$ cat config.mk
export PLATFORM = sky130hd
export DESIGN_NAME = sdram_burst_colgen
export DESIGN_NICKNAME = d
export VERILOG_FILES = /design/src/rtl/sdram_burst_pkg.sv /design/src/rtl/burst_len_decode.sv /design/src/rtl/burst_addr_map.sv /design/src/rtl/burst_beat_ctrl.sv /design/src/rtl/sdram_burst_colgen.sv
export SDC_FILE = /design/constraint.sdc
export NUM_CORES = 1
export LEC_CHECK = 0
export ABC_CLOCK_PERIOD_IN_PS = 11700
export CAP_MARGIN = 20
export CORE_ASPECT_RATIO = 0.6
export CORE_MARGIN = 2
export CORE_UTILIZATION = 61
export DETAILED_ROUTE_END_ITERATION = 12
export PLACE_DENSITY = 0.86
export SLEW_MARGIN = 30
export SYNTH_ARGS = -nofsm -noshare
export SYNTH_HDL_FRONTEND = slang
export SYNTH_SLANG_ARGS = --single-unit
$ cat constraint.sdc
create_clock -name clk -period 11.7 [get_ports clk]
set_input_delay 2.925 -clock clk [delete_from_list [all_inputs] [get_ports clk]]
set_output_delay 2.925 -clock clk [all_outputs]
set_load 0.01 [all_outputs]
$ cat src/rtl/sdram_burst_pkg.sv
package sdram_burst_pkg;
  localparam int unsigned LEN_CODE_W = 3;
  localparam logic [LEN_CODE_W-1:0] LEN_PAGE = 3'd7;

  typedef enum logic {
    ORDER_SEQ = 1'b0,
    ORDER_ILV = 1'b1
  } order_e;
endpackage

$ cat src/rtl/burst_len_decode.sv
module burst_len_decode
  import sdram_burst_pkg::*;
#(
  parameter int unsigned COL_W    = 10,
  parameter int unsigned MAX_LOG2 = 3
) (
  input  logic [LEN_CODE_W-1:0] code_i,
  input  logic                  order_i,
  output logic [COL_W-1:0]      mask_o,
  output logic                  full_o
);
  logic [COL_W-1:0] fixed_mask [MAX_LOG2+1];

  genvar g;
  generate
    for (g = 0; g <= MAX_LOG2; g++) begin : g_mask
      assign fixed_mask[g] = COL_W'((1 << g) - 1);
    end
  endgenerate

  always_comb begin
    mask_o = '0;
    full_o = 1'b0;
    if (32'(code_i) <= MAX_LOG2) begin
      mask_o = fixed_mask[code_i];
    end else if (code_i == LEN_PAGE && order_i == ORDER_SEQ) begin
      mask_o = '1;
      full_o = 1'b1;
    end
  end
endmodule

$ cat src/rtl/burst_addr_map.sv
module burst_addr_map #(
  parameter int unsigned COL_W = 10
) (
  input  logic [COL_W-1:0] base_i,
  input  logic [COL_W-1:0] beat_i,
  input  logic [COL_W-1:0] mask_i,
  input  logic             ilv_i,
  output logic [COL_W-1:0] addr_o
);
  logic [COL_W-1:0] sum;
  assign sum = base_i + beat_i;

  genvar b;
  generate
    for (b = 0; b < COL_W; b++) begin : g_bit
      assign addr_o[b] = mask_i[b] ? (ilv_i ? (base_i[b] ^ beat_i[b]) : sum[b])
                                   : base_i[b];
    end
  endgenerate
endmodule

$ cat src/rtl/burst_beat_ctrl.sv
module burst_beat_ctrl #(
  parameter int unsigned COL_W = 10
) (
  input  logic             clk,
  input  logic             rst,
  input  logic             start_i,
  input  logic             stop_i,
  input  logic [COL_W-1:0] start_col_i,
  input  logic [COL_W-1:0] dec_mask_i,
  input  logic             dec_full_i,
  input  logic             dec_ilv_i,
  output logic [COL_W-1:0] map_base_o,
  output logic [COL_W-1:0] map_beat_o,
  output logic [COL_W-1:0] map_mask_o,
  output logic             map_ilv_o,
  output logic             nxt_valid_o,
  output logic             nxt_last_o
);
  logic [COL_W-1:0] base_q, beat_q, mask_q;
  logic             full_q, ilv_q, active_q;
  logic [COL_W-1:0] beat_inc;

  assign beat_inc = beat_q + 1'b1;

  always_comb begin
    map_base_o  = base_q;
    map_beat_o  = beat_inc;
    map_mask_o  = mask_q;
    map_ilv_o   = ilv_q;
    nxt_valid_o = 1'b0;
    nxt_last_o  = 1'b0;
    if (start_i) begin
      map_base_o  = start_col_i;
      map_beat_o  = '0;
      map_mask_o  = dec_mask_i;
      map_ilv_o   = dec_ilv_i;
      nxt_valid_o = 1'b1;
      nxt_last_o  = !dec_full_i && (dec_mask_i == '0);
    end else if (stop_i) begin
      nxt_valid_o = 1'b0;
    end else if (active_q) begin
      nxt_valid_o = 1'b1;
      nxt_last_o  = !full_q && (beat_inc == mask_q);
    end
  end

  always_ff @(posedge clk) begin
    if (rst) begin
      base_q   <= '0;
      beat_q   <= '0;
      mask_q   <= '0;
      full_q   <= 1'b0;
      ilv_q    <= 1'b0;
      active_q <= 1'b0;
    end else begin
      if (start_i) begin
        base_q <= start_col_i;
        mask_q <= dec_mask_i;
        full_q <= dec_full_i;
        ilv_q  <= dec_ilv_i;
      end
      if (nxt_valid_o) beat_q <= map_beat_o;
      active_q <= nxt_valid_o && !nxt_last_o;
    end
  end
endmodule

$ cat src/rtl/sdram_burst_colgen.sv
module sdram_burst_colgen
  import sdram_burst_pkg::*;
#(
  parameter int unsigned COL_W    = 10,
  parameter int unsigned MAX_LOG2 = 3
) (
  input  logic                  clk,
  input  logic                  rst,
  input  logic                  start_i,
  input  logic [COL_W-1:0]      start_col_i,
  input  logic [LEN_CODE_W-1:0] len_code_i,
  input  logic                  order_i,
  input  logic                  stop_i,
  output logic [COL_W-1:0]      col_o,
  output logic                  valid_o,
  output logic                  last_o
);
  logic [COL_W-1:0] dec_mask, map_base, map_beat, map_mask, map_addr;
  logic             dec_full, map_ilv, nxt_valid, nxt_last;

  burst_len_decode #(.COL_W(COL_W), .MAX_LOG2(MAX_LOG2)) u_dec (
    .code_i (len_code_i),
    .order_i(order_i),
    .mask_o (dec_mask),
    .full_o (dec_full)
  );

  burst_beat_ctrl #(.COL_W(COL_W)) u_ctrl (
    .clk        (clk),
    .rst        (rst),
    .start_i    (start_i),
    .stop_i     (stop_i),
    .start_col_i(start_col_i),
    .dec_mask_i (dec_mask),
    .dec_full_i (dec_full),
    .dec_ilv_i  (order_i == ORDER_ILV),
    .map_base_o (map_base),
    .map_beat_o (map_beat),
    .map_mask_o (map_mask),
    .map_ilv_o  (map_ilv),
    .nxt_valid_o(nxt_valid),
    .nxt_last_o (nxt_last)
  );

  burst_addr_map #(.COL_W(COL_W)) u_map (
    .base_i(map_base),
    .beat_i(map_beat),
    .mask_i(map_mask),
    .ilv_i (map_ilv),
    .addr_o(map_addr)
  );

  always_ff @(posedge clk) begin
    if (rst) begin
      col_o   <= '0;
      valid_o <= 1'b0;
      last_o  <= 1'b0;
    end else begin
      valid_o <= nxt_valid;
      last_o  <= nxt_last;
      if (nxt_valid) col_o <= map_addr;
    end
  end
endmodule

# --- Yosys cells after proc, flatten, opt, wreduce, memory -nomap -nowiden ---
# Cells that the tools add are included.
totals:
  regBits: 45
  in_bits: 18
  output_inout_bits: 12
  wordCells: 72
classes:
  addsub: 2
  order_cmp: 2
  eq_ne: 2
  mux: 37
  n_bitwise: 12
  reduce_logical: 8
ops:
  columns: ["op", "n"]
  rows:
  - ["10-bit two-way mux", 7]
  - ["1-bit two-way mux", 29]
  - ["10-bit binary-select mux with 2-bit select", 1]
  - ["10-bit by 1-bit adder with 10-bit output (second input constant)", 1]
  - ["10-bit adder", 1]
  - ["10-bit == test", 1]
  - ["10-bit zero test", 1]
  - ["1-bit bitwise XOR", 10]
  - ["4-bit by 3-bit greater-or-equal comparator with 1-bit output (second input constant)", 1]
  - ["1-bit logical AND", 4]
  - ["3-bit inverter with 4-bit output", 1]
  - ["3-bit == test (second input constant)", 1]
  - ["3-bit by 2-bit less-or-equal comparator with 1-bit output (second input constant)", 1]
  - ["1-bit zero test", 3]
  - ["1-bit inverter", 1]

# --- Logic depth before layout (Yosys ltp) ---
# Gate-level depths: netlist of the first run.
logic_depth:
  ltp_word: 10
  ltp_mapped: 14

# --- Cells and area by module ---
# From an unflattened synthesis of the first run, not the netlist that was laid out.
hier_totals:
  cells_unflattened: 342
  area_unflattened_um2: 2995.4
by_module_without_submodules:
  columns: ["mod", "instances", "cells_per_inst", "area_each_um2", "seq_area_each_um2"]
  rows:
  - ["burst_beat_ctrl", 1, 212, 1931.9, 660.6]
  - ["burst_addr_map", 1, 80, 556.8, 0.0]
  - ["sdram_burst_colgen", 1, 36, 406.6, 240.2]
  - ["burst_len_decode", 1, 14, 100.1, 0.0]

# --- Worst setup path before layout of the first run ---
# OpenSTA, ideal clock, no wires.
synth_path:
  kind: "input to register"
  startpoint: "input start_i"
  endpoint: "register col_o[8]"
  arrival_ns: 5.855
  required_ns: 11.614
  setup_slack_ns: 5.760
  cell_stages: 14
  cell_sequence: "buf_6 -> buf_2 -> buf_1 -> buf_2 -> mux2i_1 -> inv_1 -> fa_1 -> a21o_1 -> a21oi_1 -> nor2b_1 -> a221oi_1 -> o21ai_0 -> xnor2_1 -> a211oi_1"
synth_via:
  elab_chain_len: 4
  elab_cells_between_ends: 9
  classes_between: "add/sub (1); mux (7); bitwise (1)"
synth_lines:
  columns: ["item", "line_no", "source"]
  rows:
  - ["from (decl)", "sdram_burst_colgen.sv:9", "input logic start_i,"]
  - ["10-bit two-way mux", null, null]
  - ["named net map_base[1]", "sdram_burst_colgen.sv:18", "logic [COL_W-1:0] dec_mask, map_base, map_beat, map_mask, map_addr;"]
  - ["10-bit adder", "burst_addr_map.sv:11", "assign sum = base_i + beat_i;"]
  - ["1-bit two-way mux (2 in series)", "burst_addr_map.sv:16", "assign addr_o[b] = mask_i[b] ? (ilv_i ? (base_i[b] ^ beat_i[b]) : sum[b])"]
  - ["to (signal assigned)", "sdram_burst_colgen.sv:61", "if (nxt_valid) col_o <= map_addr;"]
  - ["to (decl)", "sdram_burst_colgen.sv:14", "output logic [COL_W-1:0] col_o,"]
# The timed path passes the listed nets, and every way through them passes these cells.
# A chain may end at the register's enable or synchronous reset.

# --- Worst setup path after layout of the first run ---
# Ends and elaborated chain as after synthesis.

==> results of run 1 <==
-- synth_stat cells (all sizes together) (7+ instances only) --
| master | n |
|---|---|
| a21oi | 26 |
| buf | 8 |
| clkbuf | 9 |
| dfxtp | 45 |
| ha | 10 |
| inv | 10 |
| mux2i | 11 |
| nand2 | 35 |
| nand3 | 7 |
| nor2 | 45 |
| nor2b | 9 |
| o21ai | 9 |
| xnor2 | 22 |
| xor2 | 11 |
-- metrics by stage --
step / setup slack [ns] / util / hold slack (ns)
floorplan: 5.76 / - / 0.431
global placement: 5.53 / 0.711 / 0.439
detailed placement: 5.43 / 0.711 / 0.456
CTS: 5.74 / 0.739 / 0.465
global route: 5.57 / 0.739 / 0.480
finish: 5.69 / 0.739 / 0.468
-- final cells by class --
cell class	instances	area, um^2
sequential	45	901
inverter	10	37.5
fill	336	1090
clock buffer	7	86.3
tap	60	75.1
clock inverter	1	30.0
timing repair buffer	32	313
multi-input combinational	248	1640
-- worst register-to-register path, stage by stage, from the launching register on --
cell	delay, ns
dfxtp_1	0.46
ha_1	0.30
nand3_4	0.16
nor3_4	0.26
mux2_4	0.36
ha_1	0.32
a21oi_1	0.26
a21oi_1	0.11
a211o_1	0.30
a221o_1	0.32
and3_1	0.14
-- cells by family after synthesis --
group	count (synthesis)	synth area share
fa+ha+maj	11	0.0541
buf+inv	27	0.0536
compound gates	65	0.159
simple gates	124	0.228
mux	15	0.0592
xor+xnor	33	0.111
flops	45	0.336
-- report_power, final --
part	leakage, nW	switching [W]	internal, W
registers	0.368	0.00000325	0.000159
logic	0.833	0.0000290	0.0000246
clock network	0.0585	0.0000520	0.0000697
-- metal layers --
layer	share of wire	vias to the layer above	track usage	wire length, um
met4	0.0059	0	0.0448	36
met5	0	-	0	0
met3	0.076	6	0.0538	461
li1	-	1139	-	-
met1	0.48	1074	0.373	2910
met2	0.44	79	0.387	2670
-- flip-flops by register name, summed over array words and instances, names as in the netlist --
register and flops:
u_ctrl.full_q 1, u_ctrl.mask_q 10, last_o 1, col_o 10
valid_o 1, u_ctrl.beat_q 10, u_ctrl.ilv_q 1, u_ctrl.active_q 1
u_ctrl.base_q 10
-- worst paths after layout --
kind,startpoint,slack (ns),to,cells past startpoint
worst max register to register,u_ctrl.beat_q[0],8.62,col_o[9],10
worst max-delay path,start_i,5.69,col_o[8],12
worst min-delay path,col_o[0],0.47,col_o[0],2
worst min register to register,col_o[0],0.47,col_o[0],2
==> metrics.md, run 1 <==
| Metric | Value |
|---|---|
| Area growth syn-to-layout | 14.8% |
| CTS clk-pin slew, worst paths | 0.08 ns |
| Setup_tns | 0 ns |
| Tot Pwr | 0.000338 W |
| Vias in the first global route | 2086 |
| Fin crit period | 6.01 ns |
| Syn Area/Cell | 8.38 um^2 |
| Placer Congestion | 0.823 |
| Unique masters post-synth | 53 |
| RSZ-0062 raised after global routing | false |
| Maxcap violations | 0 |
| Synth top area share | 0.336 |
| CP required | 11.92 ns |
| #FFs+latches synth | 45 |
| Cell area after layout | 3080 um^2 |
| Core Region | 4170 um^2 |
| Clock sink total | 45 |
| Synth Flop Type | dfxtp_1 |
| First-pass GRT wire length | 9750 um |
| Pin count of the biggest net entering global routing | 38 |
| Final slew viol count | 0 |
| Placed Area | 2960 um^2 |
| Outcome | finished, final reports clean |
| EDFF count, synth | 0 |
| Most frequent cells in the layout | 45 x nor2_1, 45 x dfxtp_1, 35 x nand2_1, 29 x clkdlybuf4s50_1, 25 x a21oi_1 |
| Crit path max fanout | 36 |
| FFs w/ async S/R, synth | 0 |
| Crit. End Element | register |
| Max clock buf depth | 2 |
| Die ar. | 4960 um^2 |
| Max VDD drop | 0.0687 mV |
| Buf+Inv Stages, Crit Path | 2 |
| Post-cts sizing count | 0 |
| Vias per cell | 5.70 |
| Die Ht | 55.4 um |
| Placed Cells | 395 |
| Layout Nets | 371 |
| # diodes | 0 |
| Finish-stage setup viols | 0 |
| Final WL | 6070 um |
| Placed wire-length estimate | 4450 um |
| Total GRT Usage | 0.254 |
| P_leak | 1.26 nW |
| Die W | 89.6 um |
| DRT Pass-1 Iters | 4 |
| Area leader, netlist | dfxtp_1 |
| PwrDens | 110 nW/um^2 |
| Slowest stage delay, CP | 0.45 ns |
| CTS tree | done |
| DR DRC count | 0 |
| Crit path cell chain | clkdlybuf4s50_1 -> buf_4 -> mux2_2 -> ha_1 -> fa_1 -> a21o_1 -> a21oi_1 -> nor2b_1 -> a221oi_1 -> o21ai_0 -> xnor2_1 -> a211oi_1 |
| DRT iter0 DRCs | 120 |
| Fin. Hold Viols | 0 |
| Synth top area cells | dfxtp_1 34%, xnor2_1 6.9%, nor2_1 6.3%, nand2_1 4.9%, a21oi_1 4.7% |
| Layout cells sized above 1 | 0.0729 |
| Critical Path Source Type | input pin |
| Yosys warnings | 0 |
| Setup bufs post-CTS | 0 |
| H-tree depth | 2 |
| Row count | 18 |
| Clock latency on the worst-skew pair | 0.30 ns |
| Syn Inst Count | 320 |
| Total gr overflow | 0 |
| Achievable frequency | 166 MHz |
| Vias | 2298 |
| Post-route insts no fill | 403 |
| Cell area after synthesis | 2680 um^2 |
| Delay-heaviest family, CP | compound AO/OA/AOI/OAI gates |
| Setup Skew | 0.00303 ns |
| Transition time of the tightest slew-check pin | 0.826 ns |
| Worst Setup Path Type | input pin to register |
| Root Driver | clkbuf_8 |
| Initial antenna violation count | 0 |
| Sequential area share after synthesis | 0.336 |
| CP arrival | 6.23 ns |
| Final ANT Viol Nets | 0 |
| Post-DR wirelength/cell | 15.1 um |
| PortBufs | 29 |
| Slew margin rel. | 0.434 |
| Slowest cell on the critical path | clkdlybuf4s50_1 |
| Hold Crit Class | register to register |
| Fin crit share | 0.514 |
| CTS Hold Bufs | 0 |
| Syn_nets | 349 |
| Ports | 30 |
| TritonCTS buffer count | 5 |
| Starting Density | 0.644 |
Note: power is estimated with default switching activity, not from simulation.
==> run 2: changes to the inputs <==
--- a/config.mk
+++ b/config.mk
@@ -5,13 +5,13 @@
 export SDC_FILE = /design/constraint.sdc
 export NUM_CORES = 1
 export LEC_CHECK = 0
-export ABC_CLOCK_PERIOD_IN_PS = 11700
+export ABC_CLOCK_PERIOD_IN_PS = 5480
 export CAP_MARGIN = 20
 export CORE_ASPECT_RATIO = 0.6
 export CORE_MARGIN = 2
-export CORE_UTILIZATION = 61
+export CORE_UTILIZATION = 51
 export DETAILED_ROUTE_END_ITERATION = 12
-export PLACE_DENSITY = 0.86
+export PLACE_DENSITY = 0.76
 export SLEW_MARGIN = 30
 export SYNTH_ARGS = -nofsm -noshare
 export SYNTH_HDL_FRONTEND = slang
==> constraint.sdc (replaced) <==
create_clock -name clk -period 5.48 [get_ports clk]
set_input_delay 1.37 -clock clk [delete_from_list [all_inputs] [get_ports clk]]
set_output_delay 1.37 -clock clk [all_outputs]
set_load 0.01 [all_outputs]
==> run 2 against run 1 <==
  * Largest cell class unchanged
  * First-iteration DRC count is 5.8% lower
  * Highest routed layer unchanged
  * Global-route usage is 3.2 points lower
  * Total power is 96% higher
  * Cell area is 0.45% lower
  * Clock skew is 0.0028 ns higher
  * Register-to-register slack worse by 6.3 ns
  * Critical path type unchanged
  * Sequential cell count stayed put
==> metrics.md, run 2 (same netlist as run 1, synthesis figures left out) <==
| Metric | Value |
|---|---|
| Pin count of the biggest net entering global routing | 38 |
| Finish-stage setup viols | 0 |
| Outcome | finished, final reports clean |
| R2R Setup Slk | 2.36 ns |
| Minimum hold slack | 0.457 ns |
| Ports | 30 |
| DRT Pass-1 Iters | 4 |
| CTS tree | done |
| Die ar. | 5880 um^2 |
| RSZ-0062 raised after global routing | false |
| Hold Crit Class | register to register |
| Maxcap violations | 0 |
| Vias in the first global route | 2041 |
| Fin crit share | 0.783 |
| Total gr overflow | 0 |
| Max clock buf depth | 2 |
| Area growth syn-to-layout | 14.3% |
| Total GRT Usage | 0.222 |
| DRT iter0 DRCs | 113 |
| H-tree depth | 2 |
| Setup Skew | 0.00580 ns |
| Crit. End Element | register |
| Final WL | 6150 um |
| Layout Nets | 373 |
| CP required | 5.70 ns |
| # diodes | 0 |
| Die W | 97.6 um |
| Vias per cell | 5.57 |
| Root Driver | clkbuf_8 |
| Cell area after layout | 3070 um^2 |
| CTS Hold Bufs | 0 |
| Clock sink total | 45 |
| CTS clk-pin slew, worst paths | 0.08 ns |
| Post-cts sizing count | 0 |
| PortBufs | 29 |
| Setup_tns | 0 ns |
| Die Ht | 60.2 um |
| Initial antenna violation count | 0 |
| DR DRC count | 0 |
| Clock latency on the worst-skew pair | 0.30 ns |
| Transition time of the tightest slew-check pin | 0.796 ns |
| Worst Setup Path Type | input pin to register |
| Post-DR wirelength/cell | 15.0 um |
| Placed Area | 2990 um^2 |
| Critical Path Source Type | input pin |
| Setup bufs post-CTS | 0 |
| Fin. Hold Viols | 0 |
| Core Region | 5050 um^2 |
| TritonCTS buffer count | 5 |
| Post-Route Utilization | 0.607 |
| Row count | 20 |
| Placer Congestion | 0.862 |
| Placed wire-length estimate | 4520 um |
| Max VDD drop | 0.159 mV |
| Final slew viol count | 0 |
| Starting Density | 0.531 |
| Fin crit period | 4.29 ns |
| Final ANT Viol Nets | 0 |
| P_leak | 1.25 nW |
| PwrDens | 217 nW/um^2 |
| Achievable frequency | 233 MHz |
| Crit path max fanout | 25 |
| Vias | 2288 |
| Layout cells sized above 1 | 0.0725 |
| Slew margin rel. | 0.454 |
| Most frequent cells in the layout | 45 x nor2_1, 45 x dfxtp_1, 35 x nand2_1, 29 x clkdlybuf4s50_1, 25 x a21oi_1 |
| First-pass GRT wire length | 10200 um |
| CP arrival | 4.52 ns |
## run 2: layout make-up
cell class,count,area [um^2]
fill,466,1990
multi-input combinational,248,1640
sequential,45,901
timing repair buffer,34,328
tap,66,82.6
clock buffer,8,80.1
inverter,10,37.5
## run 2: report_power, final
group	switching, W	internal (W)	leakage [nW]
clock	0.000111	0.0000908	0.0395
combinational	0.0000612	0.0000534	0.842
sequential	0.00000673	0.000340	0.368
total	0.000179	0.000485	1.25
## run 2: critical path, cell delays in order
cell and delay [ns]:
clkdlybuf4s50_1 0.53, buf_4 0.34, mux2i_1 0.32, inv_1 0.12, fa_1 0.46, a21o_1 0.20, a21oi_1 0.20, nor2b_1 0.07
a221oi_1 0.39, o21ai_0 0.18, xnor2_1 0.15, a211oi_1 0.18
## run 2: metrics by stage
step	instances	total power [W]	worst slack, ns
6_report	411	0.000664	1.19
4_1_cts	411	0.000669	1.20
5_1_grt	411	0.000697	1.00
3_5_place_dp	403	0.000469	0.897
3_3_place_gp	403	0.000467	0.972
2_1_floorplan	320	0.000425	1.09
## run 2: path summary, 6_finish.rpt
kind / from / endpoint / cells past startpoint
max: start_i / col_o[8] / 12
min: col_o[2] / col_o[2] / 2
max reg2reg: u_ctrl.beat_q[0] / col_o[9] / 10
min reg2reg: col_o[2] / col_o[2] / 2
## run 2: layer usage
| metal | part of all wire | global-route usage |
|---|---|---|
| met1 | 0.52 | 0.325 |
| met2 | 0.40 | 0.324 |
| met3 | 0.060 | 0.0515 |
| met4 | 0.014 | 0.0694 |
| met5 | 0 | 0 |
